[config.mk]
export PLATFORM = sky130hd
export DESIGN_NAME = bcd_rtc_shadow
export DESIGN_NICKNAME = d
export VERILOG_FILES = /design/src/rtl/rtc_pkg.sv /design/src/rtl/rtc_advance.sv /design/src/rtl/rtc_stage.sv /design/src/rtl/rtc_snapshot.sv /design/src/rtl/bcd_rtc_shadow.sv
export SDC_FILE = /design/constraint.sdc
export NUM_CORES = 1
export LEC_CHECK = 0
export BUFFER_PORTS_ARGS = -buffer_cell sky130_fd_sc_hd__buf_2
export CAP_MARGIN = 20
export CORE_ASPECT_RATIO = 0.7
export CORE_UTILIZATION = 60
export CTS_CLUSTER_SIZE = 16
export DETAILED_ROUTE_END_ITERATION = 10
export GPL_TIMING_DRIVEN = 0
export PLACE_DENSITY = 0.77
export SLEW_MARGIN = 20
export SYNTH_ARGS = -nofsm -noshare
export SYNTH_HDL_FRONTEND = slang
export SYNTH_SLANG_ARGS = --single-unit
[constraint.sdc]
create_clock -name clk -period 4.21 [get_ports clk]
set_input_delay 0.6315 -clock clk [delete_from_list [all_inputs] [get_ports clk]]
set_output_delay 0.6315 -clock clk [all_outputs]
set_load 0.005 [all_outputs]
[src/rtl/rtc_pkg.sv]
package rtc_pkg;

    localparam int BYTE_W   = 8;
    localparam int NUM_REGS = 8;
    localparam int IDX_W    = $clog2(NUM_REGS);

    localparam logic [BYTE_W-1:0] CENT_LO = 8'h19;
    localparam logic [BYTE_W-1:0] CENT_HI = 8'h20;

    // Index 0 is the least significant byte, matching the read/write map.
    typedef struct packed {
        logic [BYTE_W-1:0] cent;   // 7
        logic [BYTE_W-1:0] wday;   // 6
        logic [BYTE_W-1:0] year;   // 5
        logic [BYTE_W-1:0] month;  // 4
        logic [BYTE_W-1:0] date;   // 3
        logic [BYTE_W-1:0] hour;   // 2
        logic [BYTE_W-1:0] min;    // 1
        logic [BYTE_W-1:0] sec;    // 0
    } rtc_time_t;

    localparam rtc_time_t RESET_TIME = '{
        cent: CENT_HI, wday: 8'h00, year: 8'h00, month: 8'h01,
        date: 8'h01, hour: 8'h12, min: 8'h00, sec: 8'h00
    };

    function automatic logic [BYTE_W-1:0] bcd_inc(input logic [BYTE_W-1:0] v);
        logic [BYTE_W-1:0] r;
        if (v[3:0] >= 4'd9) r = {v[7:4] + 4'd1, 4'd0};
        else                r = {v[7:4], v[3:0] + 4'd1};
        return r;
    endfunction

    function automatic logic [6:0] bcd_to_bin(input logic [BYTE_W-1:0] v);
        logic [6:0] tens;
        tens = {3'b000, v[7:4]};
        return (tens << 3) + (tens << 1) + {3'b000, v[3:0]};
    endfunction

    function automatic logic is_leap(input logic [BYTE_W-1:0] yr);
        logic [6:0] b;
        b = bcd_to_bin(yr);
        return (b[1:0] == 2'b00);
    endfunction

    // Last valid date of the month, in BCD.
    function automatic logic [BYTE_W-1:0] last_day(input logic [BYTE_W-1:0] mo,
                                                  input logic [BYTE_W-1:0] yr);
        logic [BYTE_W-1:0] r;
        case (mo)
            8'h02:                      r = is_leap(yr) ? 8'h29 : 8'h28;
            8'h04, 8'h06, 8'h09, 8'h11: r = 8'h30;
            default:                    r = 8'h31;
        endcase
        return r;
    endfunction

endpackage

[src/rtl/rtc_advance.sv]
module rtc_advance
    import rtc_pkg::*;
(
    input  rtc_time_t cur,
    output rtc_time_t nxt
);

    logic c_min, c_hr, c_day, c_mon, c_yr;
    logic [BYTE_W-1:0] h24_inc, h12, h12_inc, dim;
    logic pm;

    always_comb begin
        nxt     = cur;
        c_min   = 1'b0;
        c_hr    = 1'b0;
        c_day   = 1'b0;
        c_mon   = 1'b0;
        c_yr    = 1'b0;
        h24_inc = bcd_inc({2'b00, cur.hour[5:0]});
        h12     = {3'b000, cur.hour[4:0]};
        h12_inc = bcd_inc(h12);
        pm      = cur.hour[5];
        dim     = last_day(cur.month, cur.year);

        // seconds
        if (cur.sec >= 8'h59) begin
            nxt.sec = 8'h00;
            c_min   = 1'b1;
        end else begin
            nxt.sec = bcd_inc(cur.sec);
        end

        // minutes
        if (c_min) begin
            if (cur.min >= 8'h59) begin
                nxt.min = 8'h00;
                c_hr    = 1'b1;
            end else begin
                nxt.min = bcd_inc(cur.min);
            end
        end

        // hours
        if (c_hr) begin
            if (cur.hour[7]) begin
                if (cur.hour[5:0] >= 6'h23) begin
                    nxt.hour = 8'h80;
                    c_day    = 1'b1;
                end else begin
                    nxt.hour = {2'b10, h24_inc[5:0]};
                end
            end else begin
                if (h12 == 8'h11) begin
                    nxt.hour = {2'b00, ~pm, 5'h12};
                    c_day    = pm;
                end else if (h12 >= 8'h12) begin
                    nxt.hour = {2'b00, pm, 5'h01};
                end else begin
                    nxt.hour = {2'b00, pm, h12_inc[4:0]};
                end
            end
        end

        // date and day of week
        if (c_day) begin
            nxt.wday = (cur.wday >= 8'h06) ? 8'h00 : cur.wday + 8'h01;
            if (cur.date >= dim) begin
                nxt.date = 8'h01;
                c_mon    = 1'b1;
            end else begin
                nxt.date = bcd_inc(cur.date);
            end
        end

        // month
        if (c_mon) begin
            if (cur.month >= 8'h12) begin
                nxt.month = 8'h01;
                c_yr      = 1'b1;
            end else begin
                nxt.month = bcd_inc(cur.month);
            end
        end

        // year and century
        if (c_yr) begin
            if (cur.year >= 8'h99) begin
                nxt.year = 8'h00;
                nxt.cent = CENT_HI;
            end else begin
                nxt.year = bcd_inc(cur.year);
            end
        end
    end

endmodule

[src/rtl/rtc_stage.sv]
module rtc_stage
    import rtc_pkg::*;
(
    input  logic              clk,
    input  logic              rst,
    input  rtc_time_t         live,
    input  logic              begin_i,
    input  logic              we,
    input  logic [IDX_W-1:0]  sel,
    input  logic [BYTE_W-1:0] wdata,
    input  logic              commit,
    input  logic              abort,
    output rtc_time_t         buf_o,
    output logic              fire_o,
    output logic              wrote_o
);

    logic      active_q, wrote_q;
    rtc_time_t buf_q;
    logic [NUM_REGS*BYTE_W-1:0] buf_vec;

    always_comb begin
        buf_vec = buf_q;
        buf_vec[sel*BYTE_W +: BYTE_W] = wdata;
    end

    always_ff @(posedge clk) begin
        if (rst) begin
            active_q <= 1'b0;
            wrote_q  <= 1'b0;
            buf_q    <= RESET_TIME;
        end else if (begin_i) begin
            active_q <= 1'b1;
            wrote_q  <= 1'b0;
            buf_q    <= live;
        end else if (active_q) begin
            if (commit || abort) begin
                active_q <= 1'b0;
            end else if (we) begin
                buf_q   <= rtc_time_t'(buf_vec);
                wrote_q <= 1'b1;
            end
        end
    end

    assign buf_o   = buf_q;
    assign fire_o  = commit && active_q && !begin_i;
    assign wrote_o = wrote_q;

    AST_BUF_FROZEN: assert property (@(posedge clk) disable iff (rst)
        (!begin_i && !(we && active_q)) |=> $stable(buf_q));

    AST_IDLE_NO_WRITE: assert property (@(posedge clk) disable iff (rst)
        (!active_q && !begin_i) |=> !wrote_q || $stable(wrote_q));

endmodule

[src/rtl/rtc_snapshot.sv]
module rtc_snapshot
    import rtc_pkg::*;
(
    input  logic              clk,
    input  logic              rst,
    input  logic              snap,
    input  rtc_time_t         live,
    input  logic [IDX_W-1:0]  sel,
    output logic [BYTE_W-1:0] rd_data
);

    rtc_time_t shot_q;
    logic [NUM_REGS*BYTE_W-1:0] shot_vec;

    always_ff @(posedge clk) begin
        if (rst)       shot_q <= RESET_TIME;
        else if (snap) shot_q <= live;
    end

    assign shot_vec = shot_q;
    assign rd_data  = shot_vec[sel*BYTE_W +: BYTE_W];

    AST_SNAP_HOLD: assert property (@(posedge clk) disable iff (rst)
        !snap |=> $stable(shot_q));

endmodule

[src/rtl/bcd_rtc_shadow.sv]
module bcd_rtc_shadow
    import rtc_pkg::*;
(
    input  logic              clk,
    input  logic              rst,
    input  logic              tick_1hz,
    input  logic              snap_req,
    input  logic [IDX_W-1:0]  rd_sel,
    output logic [BYTE_W-1:0] rd_data,
    input  logic              stg_begin,
    input  logic              stg_we,
    input  logic [IDX_W-1:0]  stg_sel,
    input  logic [BYTE_W-1:0] stg_wdata,
    input  logic              stg_commit,
    input  logic              stg_abort,
    output logic              halted
);

    rtc_time_t live_q, next_t, stage_t;
    logic      halted_q, fire, wrote;

    rtc_advance u_adv (
        .cur (live_q),
        .nxt (next_t)
    );

    rtc_stage u_stage (
        .clk     (clk),
        .rst     (rst),
        .live    (live_q),
        .begin_i (stg_begin),
        .we      (stg_we),
        .sel     (stg_sel),
        .wdata   (stg_wdata),
        .commit  (stg_commit),
        .abort   (stg_abort),
        .buf_o   (stage_t),
        .fire_o  (fire),
        .wrote_o (wrote)
    );

    rtc_snapshot u_snap (
        .clk     (clk),
        .rst     (rst),
        .snap    (snap_req),
        .live    (live_q),
        .sel     (rd_sel),
        .rd_data (rd_data)
    );

    always_ff @(posedge clk) begin
        if (rst) begin
            live_q   <= RESET_TIME;
            halted_q <= 1'b1;
        end else if (fire) begin
            live_q <= stage_t;
            if (wrote) halted_q <= 1'b0;
        end else if (tick_1hz && !halted_q) begin
            live_q <= next_t;
        end
    end

    assign halted = halted_q;

    AST_HALT_FREEZE: assert property (@(posedge clk) disable iff (rst)
        (halted_q && !fire) |=> $stable(live_q));

    AST_SEC_WRAP: assert property (@(posedge clk) disable iff (rst)
        (tick_1hz && !halted_q && !fire && live_q.sec == 8'h59)
        |=> (live_q.sec == 8'h00));

    AST_WDAY_RANGE: assert property (@(posedge clk) disable iff (rst)
        (tick_1hz && !halted_q && !fire && live_q.wday <= 8'h06)
        |=> (live_q.wday <= 8'h06));

    AST_HOUR24_RANGE: assert property (@(posedge clk) disable iff (rst)
        (tick_1hz && !halted_q && !fire && live_q.hour[7] && live_q.hour[5:0] <= 6'h23)
        |=> (live_q.hour[7] && live_q.hour[5:0] <= 6'h23));

    AST_CENT_KEEP: assert property (@(posedge clk) disable iff (rst)
        (tick_1hz && !halted_q && !fire && live_q.cent == CENT_HI)
        |=> (live_q.cent == CENT_HI));

endmodule

== After elaboration in Yosys (flattened, before gate mapping) ==
Index checks and enable logic that the tools add are counted.

* Flip-flop bits (word level): 195
* Output and inout port bits: 9
* Word-level logic and storage cells: 167

* Add/subtract/negate cells: 17
* $lt $le $gt $ge: 14
* Eq/ne operators: 8
* Shifts and indexed selects: 3
* Muxes and demuxes: 48
* Bitwise logic cells: 2
* Reductions and logical operators: 41

{| class="wikitable"
|+ Operator list
! kind !! count
|-
| $mux 64 || 6
|-
| $mux 8 || 21
|-
| $bwmux 64 || 1
|-
| $shift 8x34->64 const A || 1
|-
| $shiftx 64x7->8 || 1
|-
| $shiftx 8x34->64 || 1
|-
| $add 4x1->4 const B || 11
|-
| $neg 6->34 || 1
|-
| $ge 4x4->1 const B || 6
|-
| $reduce_and 3->1 || 7
|-
| $reduce_bool 2->1 || 9
|-
| $reduce_bool 3->1 || 6
|-
| $eq 8x3->1 const B || 2
|-
| $ge 8x7->1 const B || 2
|-
| $pmux 8 s2 || 1
|-
| $mux 1 || 15
|-
| $reduce_and 2->1 || 7
|-
| $mux 6 || 2
|-
| $mux 5 || 2
|-
| $add 8x1->8 const B || 1
|-
| $eq 8x2->1 const B || 1
|-
| $eq 8x4->1 const B || 1
|-
| $eq 8x5->1 const B || 1
|-
| $ge 8x3->1 const B || 1
|-
| 21 further kinds || 26
|}

== Longest topological paths before layout ==
Gate-level depths: netlist of run 1.

* Word-level depth: 12
* Depth in mapped cells: 15
* Gate-level depth less buffers: 14

== Modules after synthesis ==
From an unflattened synthesis of run 1, not the netlist that was laid out.

* Cell total of the unflattened synthesis: 1260
* Area total of the unflattened synthesis: 11637.4 µm²

{| class="wikitable"
|+ Modules (own cells, without submodules)
! module !! instances !! cells each !! area an instance (µm²) !! seq. area each (µm²)
|-
| bcd_rtc_shadow || 1 || 368 || 3663.5 || 1301.2
|-
| rtc_stage || 1 || 350 || 3093.0 || 1321.3
|-
| rtc_snapshot || 1 || 235 || 2781.4 || 1281.2
|-
| rtc_advance || 1 || 307 || 2099.5 || 0.0
|}

== Worst setup path after synthesis of run 1 ==
No wires, ideal clock.

* Path kind: register -> register
* Start point: reg live_q[33] in the netlist's numbering
* End point: reg live_q[56] in the netlist's numbering
* Setup time: 117 ps
* Arrival: 2701 ps
* Slack: 1393 ps
* Cell stages (with the launch flop): 15
* Buffers on the path: 0
* Period minus slack after synthesis: 2817 ps
* Path through: dfxtp_1 > inv_1 > ha_1 > inv_1 > o32ai_1 > nand2_1 > nand2_1 > o31ai_1 > ha_1 > nor4b_1 > o211ai_1 > o22ai_1 > nor3_2 > a21oi_4 > a22o_1

* Longest elaborated chain between the ends: 9
* Elaborated cells between the ends (all ways): 15

{| class="wikitable"
|+ Ends and longest elaborated chain
! element !! RTL line !! RTL
|-
| start, declared || bcd_rtc_shadow.sv:19 || <nowiki>rtc_time_t live_q, next_t, stage_t;</nowiki>
|-
| start signal, assigned || bcd_rtc_shadow.sv:56 || <nowiki>live_q <= stage_t;</nowiki>
|-
| start signal, assigned || bcd_rtc_shadow.sv:59 || <nowiki>live_q <= next_t;</nowiki>
|-
| $eq 8x3->1 (tied with other cells) || rtc_pkg.sv:50 || <nowiki>case (mo)</nowiki>
|-
| $reduce_or 4->1 || rtc_pkg.sv:50 ||
|-
| $pmux 8 s2 || rtc_pkg.sv:50 ||
|-
| $ge 8x8->1 || rtc_advance.sv:67 || <nowiki>if (cur.date >= dim) begin</nowiki>
|-
| $mux 1 || rtc_advance.sv:67 ||
|-
| $mux 1 || rtc_advance.sv:65 || <nowiki>if (c_day) begin</nowiki>
|-
| $mux 1 * || rtc_advance.sv:76 || <nowiki>if (c_mon) begin</nowiki>
|-
| $reduce_bool 2->1 (no source line) * || -- ||
|-
| $reduce_and 3->1 (no source line) * || -- ||
|}

Every way passes the cells marked *; elsewhere a longest branch is shown, timed or not.
A chain may end at the register's enable or synchronous reset.

== Final worst setup path of run 1 ==
* Start point: reg live_q[32] in the netlist's numbering
* End point: reg live_q[56] in the netlist's numbering

The elaborated chain is that of the path after synthesis.

==> flow_summary_export.csv, run 1 <==
group,metric,value,unit
power_and_ir_drop,maximum_vdd_ir_drop,0.000181,V
synthesis,area_of_the_mapped_netlist,0.00987,mm²
cts,cts.sink_count,195,
cells_and_area,final_layout_size_suffix_gt1_share,10.4,%
synthesis,synth-warning-count,0,
timing,layout_worst_path_cycle_share,89.3,%
cts,cts_inserted_buffers,17,
route,detailedRoute.firstIterationViolations,1339,
synthesis,ys_dominant_reg_cell,"sky130_fd_sc_hd__dfxtp_1",
timing,timing.max_slew.rel_slack,27.0,%
timing,setup_total_negative_slack,0,ns
power_and_ir_drop,finalPower,0.00373,W
grt,grt_antenna_before_repair,0,
grt,grt_start_max_net_pins,20,
power_and_ir_drop,power.density,344,mW/mm²
synthesis,netlist.top_cell.by_area,"sky130_fd_sc_hd__dfxtp_1",
cells_and_area,diodes,0,
synthesis,ys_async_sr_fraction,0,%
synthesis,synth.lib_cells_used.distinct,72,
min_path,min_path_type,"flop to flop",
timing,hold_viol_final,0,
timing,final-setup-viol-count,0,
timing,grt_setup_unrepaired,"false",
route,drt_pre_antenna_iters,6,
cts,path_clk_slew,0.07,ns
synthesis,ys_seq_elements,195,
cts,htreeDepth,4,
grt,grt_pass1_wl,47.5,mm
timing,timing_max_transition_violations_final,0,
route,vias,8966,
timing,timing.final.crit_period,3.76,ns
cts,cts.path.max_buffers,2,
critical_path,critPathKind,"flop to flop",
grt,grt_usage,38.3,%
timing,holdWs,0.461,ns
synthesis,synth.top_cells.by_count,"sky130_fd_sc_hd__dfxtp_1, sky130_fd_sc_hd__nor2_1, sky130_fd_sc_hd__mux2i_1",
synthesis,synth_seq_area_share,39.6,%
floorplanning,fp.dieW,155,µm
route,met3RoutedLength,4.44,mm
cells_and_area,finalNetCount,1197,
critical_path,cp_max_fo,8,
floorplanning,number_of_rows_created_at_floorplan,38,
floorplanning,initial_core_util,62.5,%
place,dp.final_hpwl,22.8,mm
floorplanning,dieArea,0.0170,mm²
cts,insertion_delay,0.45,ns
grt,first_global_vias,8093,
critical_path,worst-endpoint-required,4.54,ns
cts,holdBufCountCts,0,
route,routed_length_on_met2,13.2,mm
floorplanning,fp.dieH,109,µm
synthesis,synth_cells,1091,
timing,fin_skew,0.00830,ns
cts,postCtsResizedCells,0,
synthesis,synth_enable_flop_cells,0,
cells_and_area,finalInstanceArea,0.0108,mm²
grt,globalRouteOverflowTotal,0,
cts,cts_setup_buffers,0,
route,top_sig_layer,"met4",
critical_path,worst_ep_arrival_time,4.09,ns
place,place_congestion,0.956,
synthesis,post-synth-top-area-fraction,39.6,%
route,post_route_met1_wirelength,12.9,mm
run_status,run_status,"completed",
route,routed_wl,31.7,mm
floorplanning,fp.coreArea,0.0158,mm²
power_and_ir_drop,power.leakage,4.20,nW
route,wl_per_cell,23.2,µm
timing,fmax,266,MHz
cts,cts_root_buffer,"sky130_fd_sc_hd__clkbuf_16",
floorplanning,pin_count,31,
synthesis,post_synth_net_total,1153,
flow_run,max-cap-violations,0,
place,dpl-instance-area,0.0103,mm²
timing,worstMarginPinSlew,1.09,ns
cells_and_area,area_growth,9.83,%
route,drc,0,
place,place.port_buffers,25,
synthesis,synth_most_common_cell,"sky130_fd_sc_hd__dfxtp_1",
cts,tritoncts,"built",
synthesis,post_synth.cell_area_avg,9.04,µm²
route,drt-vias-per-instance,6.55,
synthesis,ys_top_cells_by_area,"sky130_fd_sc_hd__dfxtp_1, sky130_fd_sc_hd__mux2i_1, sky130_fd_sc_hd__nor2_1, sky130_fd_sc_hd__ha_1, sky130_fd_sc_hd__mux4_2",
critical_path,timing.critical_path.from_type,"flop",
route,route.antenna.remaining_nets,0,
critical_path,endpoint_kind,"flop",
## stage by stage
| step | worst slack [ns] | instances | util (%) |
|---|---|---|---|
| floorplan | 1.39 | 1091 | - |
| global placement | 0.604 | 1336 | 65.0 |
| detailed placement | 0.579 | 1336 | 65.0 |
| CTS | 0.553 | 1368 | 68.7 |
| global route | 0.254 | 1368 | 68.7 |
| finish | 0.451 | 1368 | 68.7 |
## layout by cell type, fill, tap and decap left out, types with 4 or more instances in the layout
master / count
sky130_fd_sc_hd__a211o_1: 6
sky130_fd_sc_hd__a211oi_1: 25
sky130_fd_sc_hd__a21o_1: 5
sky130_fd_sc_hd__a21oi_1: 51
sky130_fd_sc_hd__a221oi_1: 18
sky130_fd_sc_hd__a22o_1: 8
sky130_fd_sc_hd__a22oi_1: 16
sky130_fd_sc_hd__a31oi_1: 11
sky130_fd_sc_hd__a32oi_1: 8
sky130_fd_sc_hd__buf_1: 9
sky130_fd_sc_hd__buf_2: 29
sky130_fd_sc_hd__clkbuf_1: 54
sky130_fd_sc_hd__clkbuf_16: 17
sky130_fd_sc_hd__dfxtp_1: 195
sky130_fd_sc_hd__ha_1: 40
sky130_fd_sc_hd__inv_1: 32
sky130_fd_sc_hd__inv_8: 5
sky130_fd_sc_hd__mux2_2: 26
sky130_fd_sc_hd__mux2i_1: 94
sky130_fd_sc_hd__mux4_2: 16
sky130_fd_sc_hd__nand2_1: 79
sky130_fd_sc_hd__nand2b_1: 15
sky130_fd_sc_hd__nand3_1: 10
sky130_fd_sc_hd__nand4_1: 9
sky130_fd_sc_hd__nand4b_1: 4
sky130_fd_sc_hd__nor2_1: 168
sky130_fd_sc_hd__nor2b_1: 27
sky130_fd_sc_hd__nor3_1: 23
sky130_fd_sc_hd__nor3b_1: 4
sky130_fd_sc_hd__o211ai_1: 7
sky130_fd_sc_hd__o21ai_0: 48
sky130_fd_sc_hd__o31ai_1: 5
sky130_fd_sc_hd__or3_1: 4
## state kept, by name, summed over array words and instances, names as in the netlist
| signal | cells |
|---|---|
| halted | 1 |
| live_q | 64 |
| u_snap.shot_q | 64 |
| u_stage.active_q | 1 |
| u_stage.buf_o | 64 |
| u_stage.wrote_o | 1 |
## cell families after synthesis
kind of cell             share of synthesized area, %
adder cells (fa/ha/maj)                          5.07
buffers and inverters                            3.85
AO/OA/AOI/OAI                                    16.3
XOR/XNOR                                        0.533
AND/OR/NAND/NOR                                  18.5
flip-flops                                       39.6
multiplexers                                     16.2
## power by group
group          internal (W)  total (W)  leakage, nW  switching, W
clock network      0.000790    0.00160        0.274      0.000808
logic             0.0000765   0.000266         2.35      0.000189
registers           0.00186    0.00187         1.57    0.00000999
total               0.00272    0.00373         4.20       0.00101
## layer usage
layer | vias up | track usage, %
met5 | - | 0
met1 | 4266 | 52.6
met3 | 106 | 10.1
met2 | 573 | 57.4
met4 | 0 | 15.8
li1 | 4021 | -
## layout make-up
cell class	instances	area [µm²]
Clock buffer	18	429
Timing Repair Buffer	25	125
Clock inverter	14	140
Fill cell	1320	4950
Tap cell	220	275
Multi-Input combinational cell	797	5580
Buffer	67	260
Inverter	32	120
Sequential cell	195	3900
## worst max-delay path: stages, from the launching register on
cell and delay (ns):
sky130_fd_sc_hd__dfxtp_1 0.62, sky130_fd_sc_hd__ha_1 0.24, sky130_fd_sc_hd__inv_1 0.05, sky130_fd_sc_hd__o32ai_1 0.36, sky130_fd_sc_hd__nand2_1 0.09, sky130_fd_sc_hd__nand2_1 0.08, sky130_fd_sc_hd__o31ai_1 0.07, sky130_fd_sc_hd__ha_1 0.29
sky130_fd_sc_hd__nor4b_1 0.04, sky130_fd_sc_hd__o211ai_1 0.51, sky130_fd_sc_hd__o22ai_1 0.27, sky130_fd_sc_hd__nor3_2 0.55, sky130_fd_sc_hd__a21oi_4 0.23, sky130_fd_sc_hd__a22o_1 0.24
## final timing paths
kind	from	endpoint	slack [ns]	cells after the start
max	live_q[32]	live_q[56]	0.45	13
min	u_stage.buf_o[32]	u_stage.buf_o[32]	0.46	2
max reg2reg	live_q[32]	live_q[56]	0.45	13
min reg2reg	u_stage.buf_o[32]	u_stage.buf_o[32]	0.46	2
No activity file was read; power rests on OpenSTA's default activity.
==> inputs of run 2 (changes only) <==
- ABC_AREA: unset -> 1
==> flow_summary_export.csv, run 2 <==
group,metric,value,unit
power_and_ir_drop,combPwrFrac,9.7,%
synthesis,yosys.area_share.adder,5.08,%
place,pre_cts_slack,1.12,ns
power_and_ir_drop,power.leakage,4.33,nW
place,placed_cells_incl_taps,1637,
grt,grt_pass1_wl,52.5,mm
cells_and_area,mostFrequentLayoutCell,"sky130_fd_sc_hd__nand2_1",
power_and_ir_drop,finalPower,0.00393,W
timing,timing.max_slew.rel_slack,24.6,%
critical_path,critPathKind,"flop to flop",
synthesis,muxShareOfSynthArea,0,%
run_status,run_status,"completed",
min_path,min_path_type,"primary input to flop",
power_and_ir_drop,power_switching,0.00111,W
place,place_congestion,1.03,
synthesis,synthesized_area_fraction_occupied_by_ao_oa_aoi_and_oai_cells,21.5,%
route,vias,10200,
grt,grt_usage,42.5,%
timing,fmax,316,MHz
floorplanning,initial_core_util,62.4,%
route,routed_wl,34.9,mm
timing,fin_skew,0.0114,ns
floorplanning,fp.dieW,155,µm
floorplanning,fp.dieH,109,µm
power_and_ir_drop,power.density,363,mW/mm²
grt,globalRouteOverflowTotal,0,
power_and_ir_drop,power_switching_share,28.2,%
route,top_sig_layer,"met5",
cts,cts_setup_buffers,0,
cts,cts_root_buffer,"sky130_fd_sc_hd__clkbuf_16",
floorplanning,fp.coreArea,0.0158,mm²
synthesis,post_synth.cell_area_avg,7.09,µm²
timing,final-setup-viol-count,0,
route,route.antenna.remaining_nets,0,
grt,grt_antenna_before_repair,1,
cells_and_area,diodes,0,
timing,setup_slack,1.04,ns
synthesis,netlist.top_cell.by_area,"sky130_fd_sc_hd__dfxtp_1",
synthesis,ys_top_cells_by_area,"sky130_fd_sc_hd__dfxtp_1, sky130_fd_sc_hd__nand2_1, sky130_fd_sc_hd__nor2_1, sky130_fd_sc_hd__o21ai_0, sky130_fd_sc_hd__a21oi_1",
timing,timing.final.crit_period,3.17,ns
synthesis,area_of_the_mapped_netlist,0.00985,mm²
route,met3RoutedLength,5.32,mm
synthesis,post_synth_net_total,1452,
route,wl_per_cell,20.9,µm
cells_and_area,finalNetCount,1498,
synthesis,synth.top_cells.by_count,"sky130_fd_sc_hd__nand2_1, sky130_fd_sc_hd__nor2_1, sky130_fd_sc_hd__dfxtp_1",
critical_path,worst-endpoint-required,4.56,ns
grt,grt_start_max_net_pins,19,
floorplanning,dieArea,0.0169,mm²
synthesis,ys_dominant_reg_cell,"sky130_fd_sc_hd__dfxtp_1",
timing,worstMarginPinSlew,1.13,ns
cells_and_area,area_growth,9.98,%
cts,cts_inserted_buffers,17,
synthesis,synth_most_common_cell,"sky130_fd_sc_hd__nand2_1",
route,post_route_met1_wirelength,14.7,mm
flow_run,max-cap-violations,0,
cts,htreeDepth,4,
cts,insertion_delay,0.45,ns
route,drt-vias-per-instance,6.09,
cts,postCtsResizedCells,0,
power_and_ir_drop,p_clk_share,41.5,%
synthesis,post-synth-top-area-fraction,39.6,%
cts,cts.path.max_buffers,2,
route,routed_length_on_met2,13.6,mm
route,drc,0,
synthesis,synth_enable_flop_cells,0,
floorplanning,number_of_rows_created_at_floorplan,38,
power_and_ir_drop,power_frac_seq,48.8,%
cts,path_clk_slew,0.07,ns
timing,timing_max_transition_violations_final,0,
synthesis,synth.lib_cells_used.distinct,49,
cts,holdBufCountCts,0,
grt,first_global_vias,8979,
floorplanning,pin_count,31,
synthesis,synth_seq_area_share,39.6,%
critical_path,cp_max_fo,7,
cells_and_area,final_layout_size_suffix_gt1_share,7.32,%
power_and_ir_drop,maximum_vdd_ir_drop,0.000253,V
place,dp.final_hpwl,26.2,mm
power_and_ir_drop,internal-power,0.00282,W
synthesis,ys_async_sr_fraction,0,%
synthesis,post_synth_xor_area_fraction,1.42,%
timing,hold_viol_final,0,
synthesis,synth-warning-count,0,
cells_and_area,layout_common_cells,"sky130_fd_sc_hd__nand2_1, sky130_fd_sc_hd__nor2_1, sky130_fd_sc_hd__dfxtp_1",
cells_and_area,instances_no_fill,1668,
cts,tritoncts,"built",
critical_path,endpoint_kind,"flop",
critical_path,worst_ep_arrival_time,3.51,ns
timing,setup_total_negative_slack,0,ns
synthesis,ys_seq_elements,195,
cts,cts.sink_count,195,
synthesis,synth_cells,1390,
synthesis,synth_top_family_by_area,"simple AND/OR/NAND/NOR gates",
route,drt_pre_antenna_iters,5,
synthesis,synth-simple-area-share,25.3,%
critical_path,timing.critical_path.from_type,"flop",
place,place.port_buffers,27,
timing,grt_setup_unrepaired,"false",
timing,layout_worst_path_cycle_share,75.2,%
route,detailedRoute.firstIterationViolations,1473,
run 2: layout make-up:
class	count	area [µm²]
Multi-Input combinational cell	1018	5260
Fill cell	1434	4950
Sequential cell	195	3900
Clock buffer	17	425
Inverter	111	417
Buffer	66	279
Tap cell	220	275
Clock inverter	14	148
Timing Repair Buffer	27	135
run 2: metal layers:
layer | track usage, % | vias up
li1 | - | 4748
met1 | 59.1 | 4692
met2 | 58.6 | 641
met3 | 16.0 | 81
met4 | 17.4 | 2
met5 | 0 | -
run 2: worst paths after layout:
kind | start | end | slack [ns] | depth (start not counted)
worst max-delay path | live_q[37] | live_q[38] | 1.04 | 19
worst min-delay path | stg_abort | u_stage.active_q | 0.44 | 4
worst max register to register | live_q[37] | live_q[38] | 1.04 | 19
worst min register to register | u_stage.buf_o[60] | live_q[60] | 0.47 | 2
run 2: kinds of logic (layout without fill, tap and decap cells):
logic type | count (synthesis) | in the layout
buffers and inverters | 177 | 235
adder cells (fa/ha/maj) | 40 | 40
flip-flops | 195 | 195
AND/OR/NAND/NOR | 588 | 588
AO/OA/AOI/OAI | 374 | 374
XOR/XNOR | 16 | 16
run 2: power by group through the flow:
stage          sequential (W)  clock [W]  combinational (W)
2_1_floorplan         0.00195          0           0.000231
3_5_place_dp          0.00196          0           0.000358
3_3_place_gp          0.00196          0           0.000356
5_1_grt               0.00192    0.00171           0.000410
6_report              0.00192    0.00163           0.000382
4_1_cts               0.00192    0.00162           0.000362
run 2: metrics by stage:
step	utilization, %	hold slack [ns]	instance area [µm²]
final	68.7	0.443	10800
after global routing	68.7	0.460	10800
after CTS	68.7	0.445	10800
after detailed placement	65.0	0.458	10300
after global placement	65.0	0.449	10300
after floorplan	-	0.425	9850
run 2: worst max-delay path: stages, from the launching register on:
cell	delay (ns)
sky130_fd_sc_hd__dfxtp_1	0.31
sky130_fd_sc_hd__inv_1	0.33
sky130_fd_sc_hd__ha_1	0.25
sky130_fd_sc_hd__nand2_1	0.10
sky130_fd_sc_hd__nor3_1	0.29
sky130_fd_sc_hd__inv_1	0.12
sky130_fd_sc_hd__nand2_1	0.08
sky130_fd_sc_hd__o21ai_0	0.08
sky130_fd_sc_hd__ha_1	0.30
sky130_fd_sc_hd__nand3_1	0.07
sky130_fd_sc_hd__nor2_1	0.09
sky130_fd_sc_hd__nor2_1	0.05
sky130_fd_sc_hd__nand2_1	0.06
sky130_fd_sc_hd__nand3_1	0.10
sky130_fd_sc_hd__nand2_1	0.31
sky130_fd_sc_hd__nand2_1	0.21
sky130_fd_sc_hd__inv_1	0.13
sky130_fd_sc_hd__nand2_1	0.05
sky130_fd_sc_hd__nand2_1	0.07
sky130_fd_sc_hd__nor2_1	0.05
==> inputs of run 3 (changes only) <==
- CORE_UTILIZATION: 60 -> 56
- PLACE_DENSITY: 0.77 -> 0.76
- clock period: 4.21 -> 2.7 ns (I/O delays scaled with it)
==> flow_summary_export.csv, run 3 (synthesis gave the netlist of run 2 again) <==
group,metric,value,unit
timing,layout_worst_path_cycle_share,97.7,%
timing,fin_skew,0.0119,ns
place,placed_cells_incl_taps,1648,
critical_path,cp_max_fo,8,
cts,holdBufCountCts,0,
cells_and_area,instances_no_fill,1694,
cells_and_area,final_layout_size_suffix_gt1_share,11.2,%
critical_path,worst_ep_arrival_time,2.95,ns
power_and_ir_drop,finalPower,0.00612,W
timing,fmax,379,MHz
cts,cts_root_buffer,"sky130_fd_sc_hd__clkbuf_16",
power_and_ir_drop,p_clk_share,41.3,%
power_and_ir_drop,internal-power,0.00433,W
power_and_ir_drop,power.density,548,mW/mm²
critical_path,worst_r2r_startpoint,"live_q[32]",
route,routed_wl,34.6,mm
floorplanning,fp.coreArea,0.0172,mm²
place,dp.final_hpwl,25.4,mm
grt,first_global_vias,8907,
power_and_ir_drop,power_switching_share,29.2,%
critical_path,critical_path.slowest_cell,"sky130_fd_sc_hd__dfxtp_4",
power_and_ir_drop,maximum_vdd_ir_drop,0.000350,V
cts,cts.sink_count,195,
critical_path,critical-path-top-cell-by-count,"sky130_fd_sc_hd__nand2_1",
grt,grt_usage,38.0,%
timing,hold_viol_final,0,
cts,path_clk_slew,0.08,ns
floorplanning,pin_count,31,
route,detailedRoute.firstIterationViolations,1613,
critical_path,crit_path_cell_trace,"inv_4 -> ha_4 -> inv_1 -> nor3_4 -> inv_2 -> nand2_1 -> o21ai_1 -> ha_1 -> inv_1 -> nand3_1 -> nand2_1 -> nand2_1 -> nand2_1 -> nand2_1 -> nand2_2 -> nand2_4 -> nand4_4 -> nand2_2 -> nand3_2",
floorplanning,dieArea,0.0181,mm²
timing,worstMarginPinSlew,1.09,ns
timing,timing.max_slew.rel_slack,27.3,%
grt,grt_pass1_wl,51.6,mm
critical_path,timing.critical_path.from_type,"flop",
grt,grt_antenna_before_repair,1,
timing,grt_setup_unrepaired,"true",
grt,globalRouteOverflowTotal,0,
place,place_congestion,1.05,
place,place.port_buffers,27,
power_and_ir_drop,combPwrFrac,9.8,%
critical_path,critical-path-max-stage-delay,0.37,ns
timing,final-setup-viol-count,0,
critical_path,worst-endpoint-required,3.01,ns
critical_path,endpoint_kind,"flop",
critical_path,critPathCapture,"live_q[61]",
cells_and_area,layout_common_cells,"sky130_fd_sc_hd__nand2_1, sky130_fd_sc_hd__nor2_1, sky130_fd_sc_hd__dfxtp_1",
cells_and_area,finalNetCount,1511,
critical_path,critPathKind,"flop to flop",
route,drt_pre_antenna_iters,5,
cts,tritoncts,"built",
cts,insertion_delay,0.46,ns
timing,timing_max_transition_violations_final,0,
min_path,min_path_type,"primary input to flop",
cts,htreeDepth,4,
floorplanning,fp.dieH,113,µm
flow_run,max-cap-violations,0,
floorplanning,initial_core_util,57.4,%
route,vias,10400,
power_and_ir_drop,power.leakage,4.44,nW
route,wl_per_cell,20.4,µm
critical_path,reg2reg_depth,19,
run_status,run_status,"completed",
route,route.antenna.remaining_nets,0,
cts,cts.path.max_buffers,2,
floorplanning,number_of_rows_created_at_floorplan,40,
cells_and_area,mostFrequentLayoutCell,"sky130_fd_sc_hd__nand2_1",
critical_path,critPathLaunch,"live_q[32]",
power_and_ir_drop,power_switching,0.00179,W
timing,holdWs,0.208,ns
power_and_ir_drop,power_frac_seq,48.9,%
timing,timing.final.crit_period,2.64,ns
critical_path,reg2reg_to,"live_q[61]",
floorplanning,fp.dieW,161,µm
critical_path,timing.reg2reg.setup_slack,0.06,ns
route,drc,0,
cts,cts_inserted_buffers,17,
grt,grt_start_max_net_pins,20,
cells_and_area,area_growth,13.3,%
route,drt-vias-per-instance,6.11,
run 3: cell count changes in the layout (fill, tap and decap cells not counted), moves of 4 or more:
cell and delta:
sky130_fd_sc_hd__nand2_2 +7, sky130_fd_sc_hd__o21ai_1 +4, sky130_fd_sc_hd__nand2_4 +5, sky130_fd_sc_hd__dfxtp_1 -4, sky130_fd_sc_hd__o21ai_0 -6, sky130_fd_sc_hd__a21oi_1 -10, sky130_fd_sc_hd__nand2_1 -12, sky130_fd_sc_hd__buf_4 +13
sky130_fd_sc_hd__a21oi_2 +10, sky130_fd_sc_hd__inv_1 -6
run 3: worst max-delay path: cells and delay by family, from the launching register on:
kind	cells	cell delay [ns]
adder cells (fa/ha/maj)	2	0.45
AO/OA/AOI/OAI	1	0.07
buffers and inverters	4	0.28
flip-flops	1	0.37
AND/OR/NAND/NOR	12	1.31
run 3: layout make-up:
| class | count | area (µm²) |
|---|---|---|
| Fill cell | 1522 | 6000 |
| Multi-Input combinational cell | 1018 | 5450 |
| Sequential cell | 195 | 3910 |
| Inverter | 111 | 428 |
| Clock buffer | 17 | 425 |
| Tap cell | 231 | 289 |
| Buffer | 66 | 279 |
| Timing Repair Buffer | 40 | 233 |
| Clock inverter | 15 | 141 |
| Antenna cell | 1 | 2.50 |
run 3: what timing repair did:
item	in CTS	in global routing
gates cloned	0	0
pin swaps	4	18
gates resized for setup	17	51
endpoints found under the setup margin	32	32
buffers inserted	4	9
run 3: metrics by stage:
step	setup slack (ns)	instance area, µm²	setup TNS, ns	utilization [%]
final	0.0629	11200	0	65.0
after global routing	-0.135	11200	-1.68	65.0
after CTS	0.0185	10900	0	63.6
after detailed placement	-0.339	10300	-6.77	59.9
after global placement	-0.324	10300	-5.57	59.9
after floorplan	0.264	9850	0	-
run 3: routing by layer:
layer / routed length, µm / GRT usage (%)
met1: 14900 / 54.7
met3: 4840 / 11.0
met4: 1100 / 14.5
met5: 0 / 0
met2: 13800 / 53.0
run 3: how the worst min path moves through the flow:
stage / from / slack, ns / end / depth (start not counted)
2_1_floorplan: u_stage.buf_o[33] / 0.42 / u_stage.buf_o[33] / 2
6_report: stg_abort / 0.21 / u_stage.active_q / 4
3_3_place_gp: u_stage.buf_o[33] / 0.44 / u_stage.buf_o[33] / 2
3_5_place_dp: u_stage.buf_o[59] / 0.46 / live_q[59] / 2
5_1_grt: stg_abort / 0.25 / u_stage.active_q / 4
4_1_cts: stg_abort / 0.21 / u_stage.active_q / 4
run 3: power by group through the flow:
| stage | Combinational [W] | Sequential [W] | Clock, W |
|---|---|---|---|
| 2_1_floorplan | 0.000359 | 0.00304 | 0 |
| 3_3_place_gp | 0.000546 | 0.00306 | 0 |
| 3_5_place_dp | 0.000553 | 0.00306 | 0 |
| 4_1_cts | 0.000560 | 0.00299 | 0.00250 |
| 5_1_grt | 0.000639 | 0.00300 | 0.00264 |
| 6_report | 0.000598 | 0.00299 | 0.00253 |
